### src/rtl/tmr8_pkg.sv
package tmr8_pkg;

  typedef enum logic [1:0] {
    WAVE_NORMAL = 2'd0,
    WAVE_PHASE  = 2'd1,
    WAVE_CTC    = 2'd2,
    WAVE_FAST   = 2'd3
  } wave_e;

  localparam int NSRC  = 3;
  localparam int VEC_W = 2;
  localparam int DIV_W = 10;
  localparam int CS_W  = 3;

  localparam logic [2:0] A_CTRL  = 3'd0;
  localparam logic [2:0] A_COUNT = 3'd1;
  localparam logic [2:0] A_CMPA  = 3'd2;
  localparam logic [2:0] A_CMPB  = 3'd3;
  localparam logic [2:0] A_FLAGS = 3'd4;
  localparam logic [2:0] A_MASK  = 3'd5;

  // bit order equals the flag register layout
  typedef struct packed {
    logic cmpb;
    logic cmpa;
    logic ovf;
  } evt_t;

  // terminal-count mask (ratio - 1) for a clock-select code
  function automatic logic [DIV_W-1:0] div_mask(input logic [CS_W-1:0] cs, input bit alt);
    logic [DIV_W-1:0] m;
    m = '0;
    if (!alt) begin
      case (cs)
        3'd2:    m = DIV_W'(7);
        3'd3:    m = DIV_W'(63);
        3'd4:    m = DIV_W'(255);
        3'd5:    m = DIV_W'(1023);
        default: m = '0;
      endcase
    end else begin
      case (cs)
        3'd2:    m = DIV_W'(7);
        3'd3:    m = DIV_W'(31);
        3'd4:    m = DIV_W'(63);
        3'd5:    m = DIV_W'(127);
        3'd6:    m = DIV_W'(255);
        3'd7:    m = DIV_W'(1023);
        default: m = '0;
      endcase
    end
    return m;
  endfunction

  // whether a clock-select code runs the counter at all
  function automatic logic div_run(input logic [CS_W-1:0] cs, input bit alt);
    if (cs == '0) return 1'b0;
    if (!alt && cs > 3'd5) return 1'b0;
    return 1'b1;
  endfunction

  // flag bit index served by a vector number
  function automatic int vec_flag(input int v);
    case (v)
      0:       return 1;
      1:       return 2;
      default: return 0;
    endcase
  endfunction

endpackage

### src/rtl/tmr8_presc.sv
module tmr8_presc
  import tmr8_pkg::*;
#(
  parameter bit ALT_TABLE = 1'b0
) (
  input  logic            clk,
  input  logic            rst_n,
  input  logic [CS_W-1:0] cs,
  output logic            tick
);

  logic [DIV_W-1:0] div_q;
  logic [DIV_W-1:0] div_d;
  logic [DIV_W-1:0] term;
  logic             run;

  always_comb begin
    term = div_mask(cs, ALT_TABLE);
    run  = div_run(cs, ALT_TABLE);
    div_d = run ? (div_q + DIV_W'(1)) : '0;
    tick = run && ((div_q & term) == term);
  end

  always_ff @(posedge clk or negedge rst_n) begin
    if (!rst_n) div_q <= '0;
    else        div_q <= div_d;
  end

endmodule

### src/rtl/tmr8_count.sv
module tmr8_count
  import tmr8_pkg::*;
#(
  parameter int CNT_W = 8
) (
  input  logic             clk,
  input  logic             rst_n,
  input  logic             tick,
  input  wave_e            mode,
  input  logic [CNT_W-1:0] cmpa,
  input  logic [CNT_W-1:0] cmpb,
  input  logic             wr_en,
  input  logic [CNT_W-1:0] wr_data,
  output logic [CNT_W-1:0] cnt,
  output evt_t             evt
);

  logic [CNT_W-1:0] cnt_q;
  logic [CNT_W-1:0] cnt_d;
  logic [CNT_W-1:0] inc;
  logic             cnt_en;

  always_comb begin
    inc    = cnt_q + CNT_W'(1);
    evt    = '0;
    cnt_d  = cnt_q;
    cnt_en = 1'b0;
    if (wr_en) begin
      cnt_d  = wr_data;
      cnt_en = 1'b1;
    end else if (tick) begin
      cnt_en   = 1'b1;
      evt.ovf  = (cnt_q == '1);
      evt.cmpa = (inc == cmpa);
      evt.cmpb = (inc == cmpb);
      cnt_d    = ((mode == WAVE_CTC) && evt.cmpa) ? '0 : inc;
    end
  end

  always_ff @(posedge clk or negedge rst_n) begin
    if (!rst_n)      cnt_q <= '0;
    else if (cnt_en) cnt_q <= cnt_d;
  end

  assign cnt = cnt_q;

endmodule

### src/rtl/tmr8_irq.sv
module tmr8_irq
  import tmr8_pkg::*;
(
  input  logic             clk,
  input  logic             rst_n,
  input  logic [NSRC-1:0]  set,
  input  logic [NSRC-1:0]  w1c,
  input  logic [NSRC-1:0]  mask,
  input  logic             gie,
  input  logic             ack,
  output logic [NSRC-1:0]  flags,
  output logic             irq_req,
  output logic [VEC_W-1:0] irq_vec
);

  logic [NSRC-1:0] flags_q;
  logic [NSRC-1:0] flags_d;
  logic [NSRC-1:0] pend;
  logic [NSRC-1:0] ack_clr;

  always_comb begin
    pend    = flags_q & mask & {NSRC{gie}};
    irq_req = |pend;
    irq_vec = '0;
    for (int v = NSRC - 1; v >= 0; v--) begin
      if (pend[vec_flag(v)]) irq_vec = VEC_W'(v);
    end
    ack_clr = '0;
    if (ack && irq_req) ack_clr[vec_flag(int'(irq_vec))] = 1'b1;
    flags_d = (flags_q & ~w1c & ~ack_clr) | set;
  end

  always_ff @(posedge clk or negedge rst_n) begin
    if (!rst_n) flags_q <= '0;
    else        flags_q <= flags_d;
  end

  assign flags = flags_q;

endmodule

### src/rtl/tmr8_cmp.sv
module tmr8_cmp
  import tmr8_pkg::*;
#(
  parameter int CNT_W     = 8,
  parameter bit ALT_TABLE = 1'b0
) (
  input  logic             clk,
  input  logic             rst_n,
  input  logic [2:0]       bus_addr,
  input  logic             bus_wr,
  input  logic [CNT_W-1:0] bus_wdata,
  output logic [CNT_W-1:0] bus_rdata,
  input  logic             gie,
  input  logic             irq_ack,
  output logic             irq_req,
  output logic [VEC_W-1:0] irq_vec
);

  // reset: asserted at once, released after two clock edges
  logic rs0_q, rs1_q, rst_q;
  always_ff @(posedge clk or negedge rst_n) begin
    if (!rst_n) begin
      rs0_q <= 1'b0;
      rs1_q <= 1'b0;
    end else begin
      rs0_q <= 1'b1;
      rs1_q <= rs0_q;
    end
  end
  assign rst_q = rs1_q;

  logic            wr_ctrl, cnt_wr, wr_cmpa, wr_cmpb, wr_flags, wr_mask;
  logic [CS_W-1:0] cs_q, cs_d;
  wave_e           mode_q, mode_d;
  logic [CNT_W-1:0] cmpa_q, cmpa_d, cmpb_q, cmpb_d;
  logic [NSRC-1:0] mask_q, mask_d;
  logic [NSRC-1:0] w1c;
  logic            tick;
  logic [CNT_W-1:0] cnt;
  evt_t            evt;
  logic [NSRC-1:0] flags;
  logic            unused_wbits;

  assign unused_wbits = ^{bus_wdata[CNT_W-1:6], bus_wdata[3]};

  always_comb begin
    wr_ctrl  = bus_wr && (bus_addr == A_CTRL);
    cnt_wr   = bus_wr && (bus_addr == A_COUNT);
    wr_cmpa  = bus_wr && (bus_addr == A_CMPA);
    wr_cmpb  = bus_wr && (bus_addr == A_CMPB);
    wr_flags = bus_wr && (bus_addr == A_FLAGS);
    wr_mask  = bus_wr && (bus_addr == A_MASK);
    cs_d     = bus_wdata[CS_W-1:0];
    mode_d   = wave_e'(bus_wdata[5:4]);
    cmpa_d   = bus_wdata;
    cmpb_d   = bus_wdata;
    mask_d   = bus_wdata[NSRC-1:0];
    w1c      = wr_flags ? bus_wdata[NSRC-1:0] : '0;
  end

  always_ff @(posedge clk or negedge rst_q) begin
    if (!rst_q) begin
      cs_q   <= '0;
      mode_q <= WAVE_NORMAL;
      cmpa_q <= '0;
      cmpb_q <= '0;
      mask_q <= '0;
    end else begin
      if (wr_ctrl) begin
        cs_q   <= cs_d;
        mode_q <= mode_d;
      end
      if (wr_cmpa) cmpa_q <= cmpa_d;
      if (wr_cmpb) cmpb_q <= cmpb_d;
      if (wr_mask) mask_q <= mask_d;
    end
  end

  tmr8_presc #(.ALT_TABLE(ALT_TABLE)) u_presc (
    .clk  (clk),
    .rst_n(rst_q),
    .cs   (cs_q),
    .tick (tick)
  );

  tmr8_count #(.CNT_W(CNT_W)) u_count (
    .clk    (clk),
    .rst_n  (rst_q),
    .tick   (tick),
    .mode   (mode_q),
    .cmpa   (cmpa_q),
    .cmpb   (cmpb_q),
    .wr_en  (cnt_wr),
    .wr_data(bus_wdata),
    .cnt    (cnt),
    .evt    (evt)
  );

  tmr8_irq u_irq (
    .clk    (clk),
    .rst_n  (rst_q),
    .set    (evt),
    .w1c    (w1c),
    .mask   (mask_q),
    .gie    (gie),
    .ack    (irq_ack),
    .flags  (flags),
    .irq_req(irq_req),
    .irq_vec(irq_vec)
  );

  always_comb begin
    case (bus_addr)
      A_CTRL:  bus_rdata = CNT_W'({mode_q, 1'b0, cs_q});
      A_COUNT: bus_rdata = cnt;
      A_CMPA:  bus_rdata = cmpa_q;
      A_CMPB:  bus_rdata = cmpb_q;
      A_FLAGS: bus_rdata = CNT_W'(flags);
      A_MASK:  bus_rdata = CNT_W'(mask_q);
      default: bus_rdata = '0;
    endcase
  end

endmodule

### config.mk
export PLATFORM = sky130hd
export DESIGN_NAME = tmr8_cmp
export DESIGN_NICKNAME = d
export VERILOG_FILES = /design/src/rtl/tmr8_pkg.sv /design/src/rtl/tmr8_presc.sv /design/src/rtl/tmr8_count.sv /design/src/rtl/tmr8_irq.sv /design/src/rtl/tmr8_cmp.sv
export SDC_FILE = /design/constraint.sdc
export NUM_CORES = 1
export LEC_CHECK = 0
export BUFFER_PORTS_ARGS = -buffer_cell sky130_fd_sc_hd__buf_2
export CORE_MARGIN = 10
export CORE_UTILIZATION = 64
export DETAILED_ROUTE_END_ITERATION = 10
export GPL_TIMING_DRIVEN = 0
export PLACE_DENSITY_LB_ADDON = 0.05
export SYNTH_ARGS = -nofsm -noshare
export SYNTH_HDL_FRONTEND = slang
export SYNTH_SLANG_ARGS = --single-unit
export TNS_END_PERCENT = 50
### constraint.sdc
create_clock -name clk -period 3.7 [get_ports clk]
set_input_delay 0.185 -clock clk [delete_from_list [all_inputs] [get_ports clk]]
set_output_delay 0.185 -clock clk [all_outputs]
set_load 0.05 [all_outputs]
==> results of run 1 <==
[state kept, by name (all words and copies together) (netlist names)]
register	cells
mask_q	3
rs1_q	1
cmpa_q	8
u_irq.flags	3
mode_q	2
cmpb_q	8
u_count.cnt	8
cs_q	3
u_presc.div_q	10
rs0_q	1
[path summary, 6_finish.rpt]
path	startpoint	to	slack, ns	cells past startpoint
min in group asynchronous	rs1_q	u_count.cnt[4]	0.14	0
hold / removal	bus_wdata[6]	cmpa_q[6]	0.12	3
hold reg to reg	rs1_q	u_count.cnt[4]	0.14	0
max in group asynchronous	rs1_q	cs_q[0]	3.09	1
setup reg to reg	u_count.cnt[1]	u_count.cnt[5]	1.49	7
setup / recovery	u_count.cnt[1]	u_count.cnt[5]	1.49	7
[placed cells by master (no fill, tap or decap), types with 5 or more instances in the layout]
cell type	instances
inv_1	7
xor2_1	9
nand2_1	25
a22oi_1	7
nor2_1	29
mux2_2	25
o22ai_1	8
nor4_1	7
a31oi_1	5
nor2b_1	5
clkbuf_8	6
buf_2	28
buf_6	7
and3_2	5
nand3_1	24
o21ai_0	6
xnor2_1	11
clkbuf_1	8
dfrtp_1	46
a21oi_1	12
[metal layers]
| metal | vias to the layer above | track usage (%) |
|---|---|---|
| li1 | 1180 | - |
| met1 | 1208 | 24.7 |
| met2 | 75 | 31.9 |
| met3 | 14 | 3.46 |
| met4 | 0 | 6.79 |
| met5 | - | 0 |
[final cells by class]
type,count,area [um2]
clock buffers,6,72.6
multi-input cells,236,1730
repair buffers,27,155
clock inverters,2,37.5
flip-flops and latches,47,1180
plain buffers,20,149
fillers,356,1280
inverters,8,30.0
well taps,54,67.6
[power by group through the flow]
stage                     Clock [uW]  Sequential [uW]  Combinational (uW)
after CTS                        383              740                1070
after global routing             410              757                1170
after global placement             0              751                1020
after detailed placement           0              750                1060
final                            375              743                1070
after floorplan                    0              722                 862
[cells by family after synthesis]
family / count (synthesis)
compound gates: 52
flops: 47
xor+xnor: 23
simple gates: 124
fa+ha+maj: 4
buf+inv: 28
other cells: 1
mux: 32
[critical path: stages, from the launching register on]
cell      delay (ns)
dfrtp_1         0.43
ha_1            0.29
nand2_1         0.16
or3_4           0.37
a32oi_2         0.27
nand4b_4        0.23
o22ai_1         0.25
nand3_1         0.09
[through the flow]
stage / setup WS [ns] / instances / hold slack (ns) / power (uW) / utilization [%]
finish: 1.49 / 400 / 0.117 / 2190 / 72.8
global route: 1.37 / 400 / 0.140 / 2340 / 72.8
detailed placement: 1.53 / 391 / -0.0295 / 1810 / 70.2
CTS: 1.51 / 400 / 0.117 / 2190 / 72.8
floorplan: 1.77 / 311 / -0.111 / 1580 / -
global placement: 1.53 / 390 / -0.0304 / 1770 / 69.8
==> impl_metrics.tcl, run 1 <==
set metrics [dict create \
    synth_edf_count 0 \
    pin_count 27 \
    setup-tns-final_ns 0 \
    slew_headroom_pct 42.4 \
    slew_violations 0 \
    drt_wl_total_um 7330 \
    vias_per_cell 6.19 \
    synth_xor_area_share_pct 7.27 \
    hpwl_um 5480 \
    core_um2 4690 \
    p_int_uw 1290 \
    nets 365 \
    muxShareOfSynthArea_pct 12.3 \
    max-vdd-ir-drop_mv 0.407 \
    remaining_drc_errors 0 \
    swShare_pct 40.9 \
    arrival_ns 2.39 \
    clock-sinks 47 \
    drive_gt1_share_pct 28.3 \
    final_area_um2 3420 \
    ys_seq_elements 47 \
    fp.dieW_um 89.4 \
    cts.repair.resized 0 \
    dieArea_um2 7990 \
    start_util_pct 65.7 \
    yosys-top-cells-area "dfrtp_1, mux2_2, nand3_1" \
    synth_top_cell_by_area "dfrtp_1" \
    placementRows 25 \
    finalSetupViolCount 0 \
    synthArstFlopShare_pct 100 \
    power.density_nw_per_um2 640 \
    vias 2477 \
    p_clk_share_pct 17.1 \
    finClkSkew_ns 0.00552 \
    hold_buffers 1 \
    first_iter_violations 174 \
    cts_root_buf "clkbuf_8" \
    synth_top_family_by_area "simple AND/OR/NAND/NOR gates" \
    post-cts-setup-buffers 0 \
    synthAdderAreaFrac_pct 1.62 \
    netlist_area_um2 3080 \
    antenna_left 0 \
    drt-met1-wl_um 3110 \
    power_switching_uw 894 \
    synth-compound-area-share_pct 12.0 \
    cts_buffers 5 \
    ys_seq_area_share_pct 38.2 \
    grt_pass1_wl_um 12100 \
    die_height_um 89.4 \
    worst_slew_pin_slew_ns 0.861 \
    avgRoutedWirePerCell_um 18.3 \
    leakagePower_uw 0.00148 \
    cts_buffer_depth 2 \
    htreeDepth 2 \
    cp-start-kind "flip-flop" \
    insertion_delay_ns 0.30 \
    status "finished clean" \
    min_period_ns 2.21 \
    cp_data_required_time_ns 3.88 \
    port_buffers 25 \
    wl_met3_um 427 \
    area.growth.synth_to_final_pct 10.8 \
    critPathMaxFanout 9 \
    synth_commonest_cells "dfrtp_1, nor2_1, mux2_2, nand2_1, nand3_1" \
    synth.distinct_cells 58 \
    p_comb_share_pct 48.9 \
    synth_cells 311 \
    antenna-diode-count 0 \
    period_share_pct 59.7 \
    place_congestion 0.946 \
    avgSynthCellArea_um2 9.91 \
    p_seq_share_pct 34.0 \
    synth-simple-area-share_pct 22.7 \
    synth_top_area_share_pct 38.2 \
    maxCapViolCount 0 \
    path_clk_slew_ns 0.09 \
    worstSetupPathType "reg -> reg" \
    rsz0062_at_grt "false" \
    grt_usage_pct 19.3 \
    dr.pass1.iters 4 \
    first_global_vias 2417 \
    routed.top_layer "met4" \
    synth_ff_type "dfrtp_1" \
    crit_path_end_kind "flip-flop" \
    grt_overflow 0 \
    cts_tree "built" \
    grt_antenna_before_repair 0 \
    fmax_mhz 453 \
    syn-num-nets 331 \
    hold_viol 0 \
    placed_area_um2 3300 \
    hold_path.class "in -> reg" \
    dr_wl_met2_um 3640 \
    grt_max_degree 36 \
    synth.most_common_cell "dfrtp_1" \
    synth_warnings 0 \
]
Note: power is estimated with default switching activity, not from simulation.
==> inputs of run 2 (changes only) <==
CORE_UTILIZATION = 54   (was 64)
clock period = 1.87 ns   (was 3.7 ns; I/O delays follow)
==> run 2 against run 1 <==
The flow now finishes with violations (setup timing). Hold slack worse by 0.093 ns. Flip-flop and latch count unchanged. Global-route usage down 0.96 points. Via count up 5.2%. Register-to-register slack worse by 1.7 ns. Clock skew about the same. Critical path depth unchanged. Non-clock buffer count up 13. Clock-buffer cell count down 1. Clock power up 110%. Largest power group unchanged. Highest routed layer unchanged.
==> impl_metrics.tcl, run 2 (synthesis gave the netlist of run 1 again) <==
set metrics [dict create \
    max-vdd-ir-drop_mv 0.635 \
    violations "setup timing" \
    hold_viol 0 \
    first_iter_violations 154 \
    slew_headroom_pct 29.9 \
    antenna_left 0 \
    avgRoutedWirePerCell_um 18.9 \
    path_clk_slew_ns 0.09 \
    cts_buffer_depth 2 \
    cp_slowest_cell "dfrtp_2" \
    fmax_mhz 491 \
    grt_usage_pct 18.4 \
    insertion_delay_ns 0.31 \
    nets 379 \
    largest_reg_flops 10 \
    cts_buffers 5 \
    dpl.cell_count 409 \
    htreeDepth 2 \
    core_um2 5510 \
    n_fill_cell 427 \
    die_height_um 95.5 \
    cp_data_required_time_ns 2.07 \
    period_share_pct 109 \
    slew_violations 0 \
    crit_buf_inv 0 \
    finalNonFillerCells 432 \
    min_period_ns 2.04 \
    fp.dieW_um 95.5 \
    antenna-diode-count 0 \
    remaining_drc_errors 0 \
    crit_path_end_kind "flip-flop" \
    arrival_ns 2.23 \
    top_register "u_presc.div_q" \
    cts_tree "built" \
    rsz0062_at_grt "true" \
    grt_max_degree 26 \
    place_congestion 0.879 \
    leakagePower_uw 0.00164 \
    final_cell_mix "dfrtp_1, buf_2, nor2_1, mux2_2, nand2_1" \
    cts_root_buf "clkbuf_8" \
    grt_overflow 0 \
    power_switching_uw 2090 \
    grt_pass1_wl_um 13200 \
    finClkSkew_ns 0.00601 \
    pin_count 27 \
    finalSetupViolCount 10 \
    hold_path.class "in -> reg" \
    placementRows 27 \
    p_comb_share_pct 54.9 \
    cp_top_family "simple AND/OR/NAND/NOR gates" \
    hpwl_um 5450 \
    cp-start-kind "flip-flop" \
    power.density_nw_per_um2 1340 \
    grt_antenna_before_repair 0 \
    setup-tns-final_ns -1.13 \
    dr.pass1.iters 5 \
    clock-sinks 47 \
    critPathMaxFanout 5 \
    cpPeakStageDelay_ns 0.43 \
    drt_wl_total_um 8150 \
    maxCapViolCount 0 \
    swShare_pct 41.6 \
    start_util_pct 56.0 \
    finalWorstSetupSlack_ns -0.165 \
    p_int_uw 2930 \
    worst_slew_pin_slew_ns 1.05 \
    p_clk_share_pct 15.6 \
    first_global_vias 2579 \
    layout_commonest_cell "dfrtp_1" \
    area.growth.synth_to_final_pct 21.6 \
    p_seq_share_pct 29.5 \
    path_cells "ha_4, nand2_4, or2_4, a311oi_4, nand4b_4, o22ai_2, nand3_1" \
    dieArea_um2 9130 \
    port_buffers 25 \
    vias 2607 \
    vias_per_cell 6.03 \
    status "complete, but fails checks" \
    worstSetupPathType "reg -> reg" \
    drive_gt1_share_pct 37.5 \
]
[run 2: cell count changes in the layout (fill, tap and decap cells not counted), sizes merged]
cell / before / now
buf: 38 / 51
clkbuf: 14 / 13
clkinv: 1 / 2
clkinvlp: 1 / 0
inv: 7 / 8
nand4b: 2 / 3
[run 2: power by group through the flow]
| stage | Sequential [uW] | Clock [uW] | Combinational, uW |
|---|---|---|---|
| 2_1_floorplan | 1430 | 0 | 1710 |
| 4_1_cts | 1480 | 807 | 2460 |
| 6_report | 1480 | 785 | 2760 |
| 5_1_grt | 1520 | 845 | 2960 |
| 3_5_place_dp | 1490 | 0 | 2080 |
| 3_3_place_gp | 1490 | 0 | 2050 |
[run 2: stage by stage]
step	hold WS, ns	total power (uW)	area (um2)	setup WS, ns	util (%)
2_1_floorplan	-0.202	3140	3080	0.00542	-
3_3_place_gp	-0.121	3540	3300	-0.211	59.9
3_5_place_dp	-0.119	3570	3320	-0.213	60.3
4_1_cts	0.0228	4750	3640	-0.0674	66.1
5_1_grt	0.0572	5320	3750	-0.257	68.1
6_report	0.0239	5030	3750	-0.165	68.1
[run 2: tightest hold or removal path, stage by stage]
cell	delay (ns)
buf_2	0.10
nand2_1	0.04
o21ai_0	0.06
[run 2: path summary, 6_finish.rpt]
kind / from / end / slack (ns) / depth (start not counted)
worst max-delay path: u_count.cnt[1] / u_count.cnt[2] / -0.17 / 7
worst min-delay path: bus_wdata[6] / cmpa_q[6] / 0.02 / 3
worst max register to register: u_count.cnt[1] / u_count.cnt[2] / -0.17 / 7
worst min register to register: rs1_q / mode_q[1] / 0.23 / 0
max in group asynchronous: rs1_q / cs_q[2] / 1.13 / 1
min in group asynchronous: rst_n / rs1_q / 0.09 / 2
[run 2: metal layers]
layer	routed length [um]	global-route usage [%]	vias up
li1	-	-	1225
met1	3590	23.7	1257
met4	177	6.76	0
met2	3760	29.1	105
met3	618	4.63	20
met5	0	0	-
[run 2: layout make-up]
class | instances | area (um2) | share of cell area (%)
buffer | 19 | 139 | 3.70
clock buffer | 5 | 68.8 | 1.84
clock inverter | 3 | 47.5 | 1.27
inverter | 8 | 30.0 | 0.801
multi-input combinational | 237 | 1930 | 51.4
sequential | 47 | 1180 | 31.5
tap | 72 | 90.1 | 2.40
timing repair buffer | 41 | 264 | 7.04
[run 2: timing repair]
action,in CTS,in global routing
buffers inserted,7,7
endpoints found under the setup margin,11,15
hold endpoints to repair,2,0
pin swaps,13,11
gates cloned,1,0
hold buffers,1,0
gates resized for setup,22,10
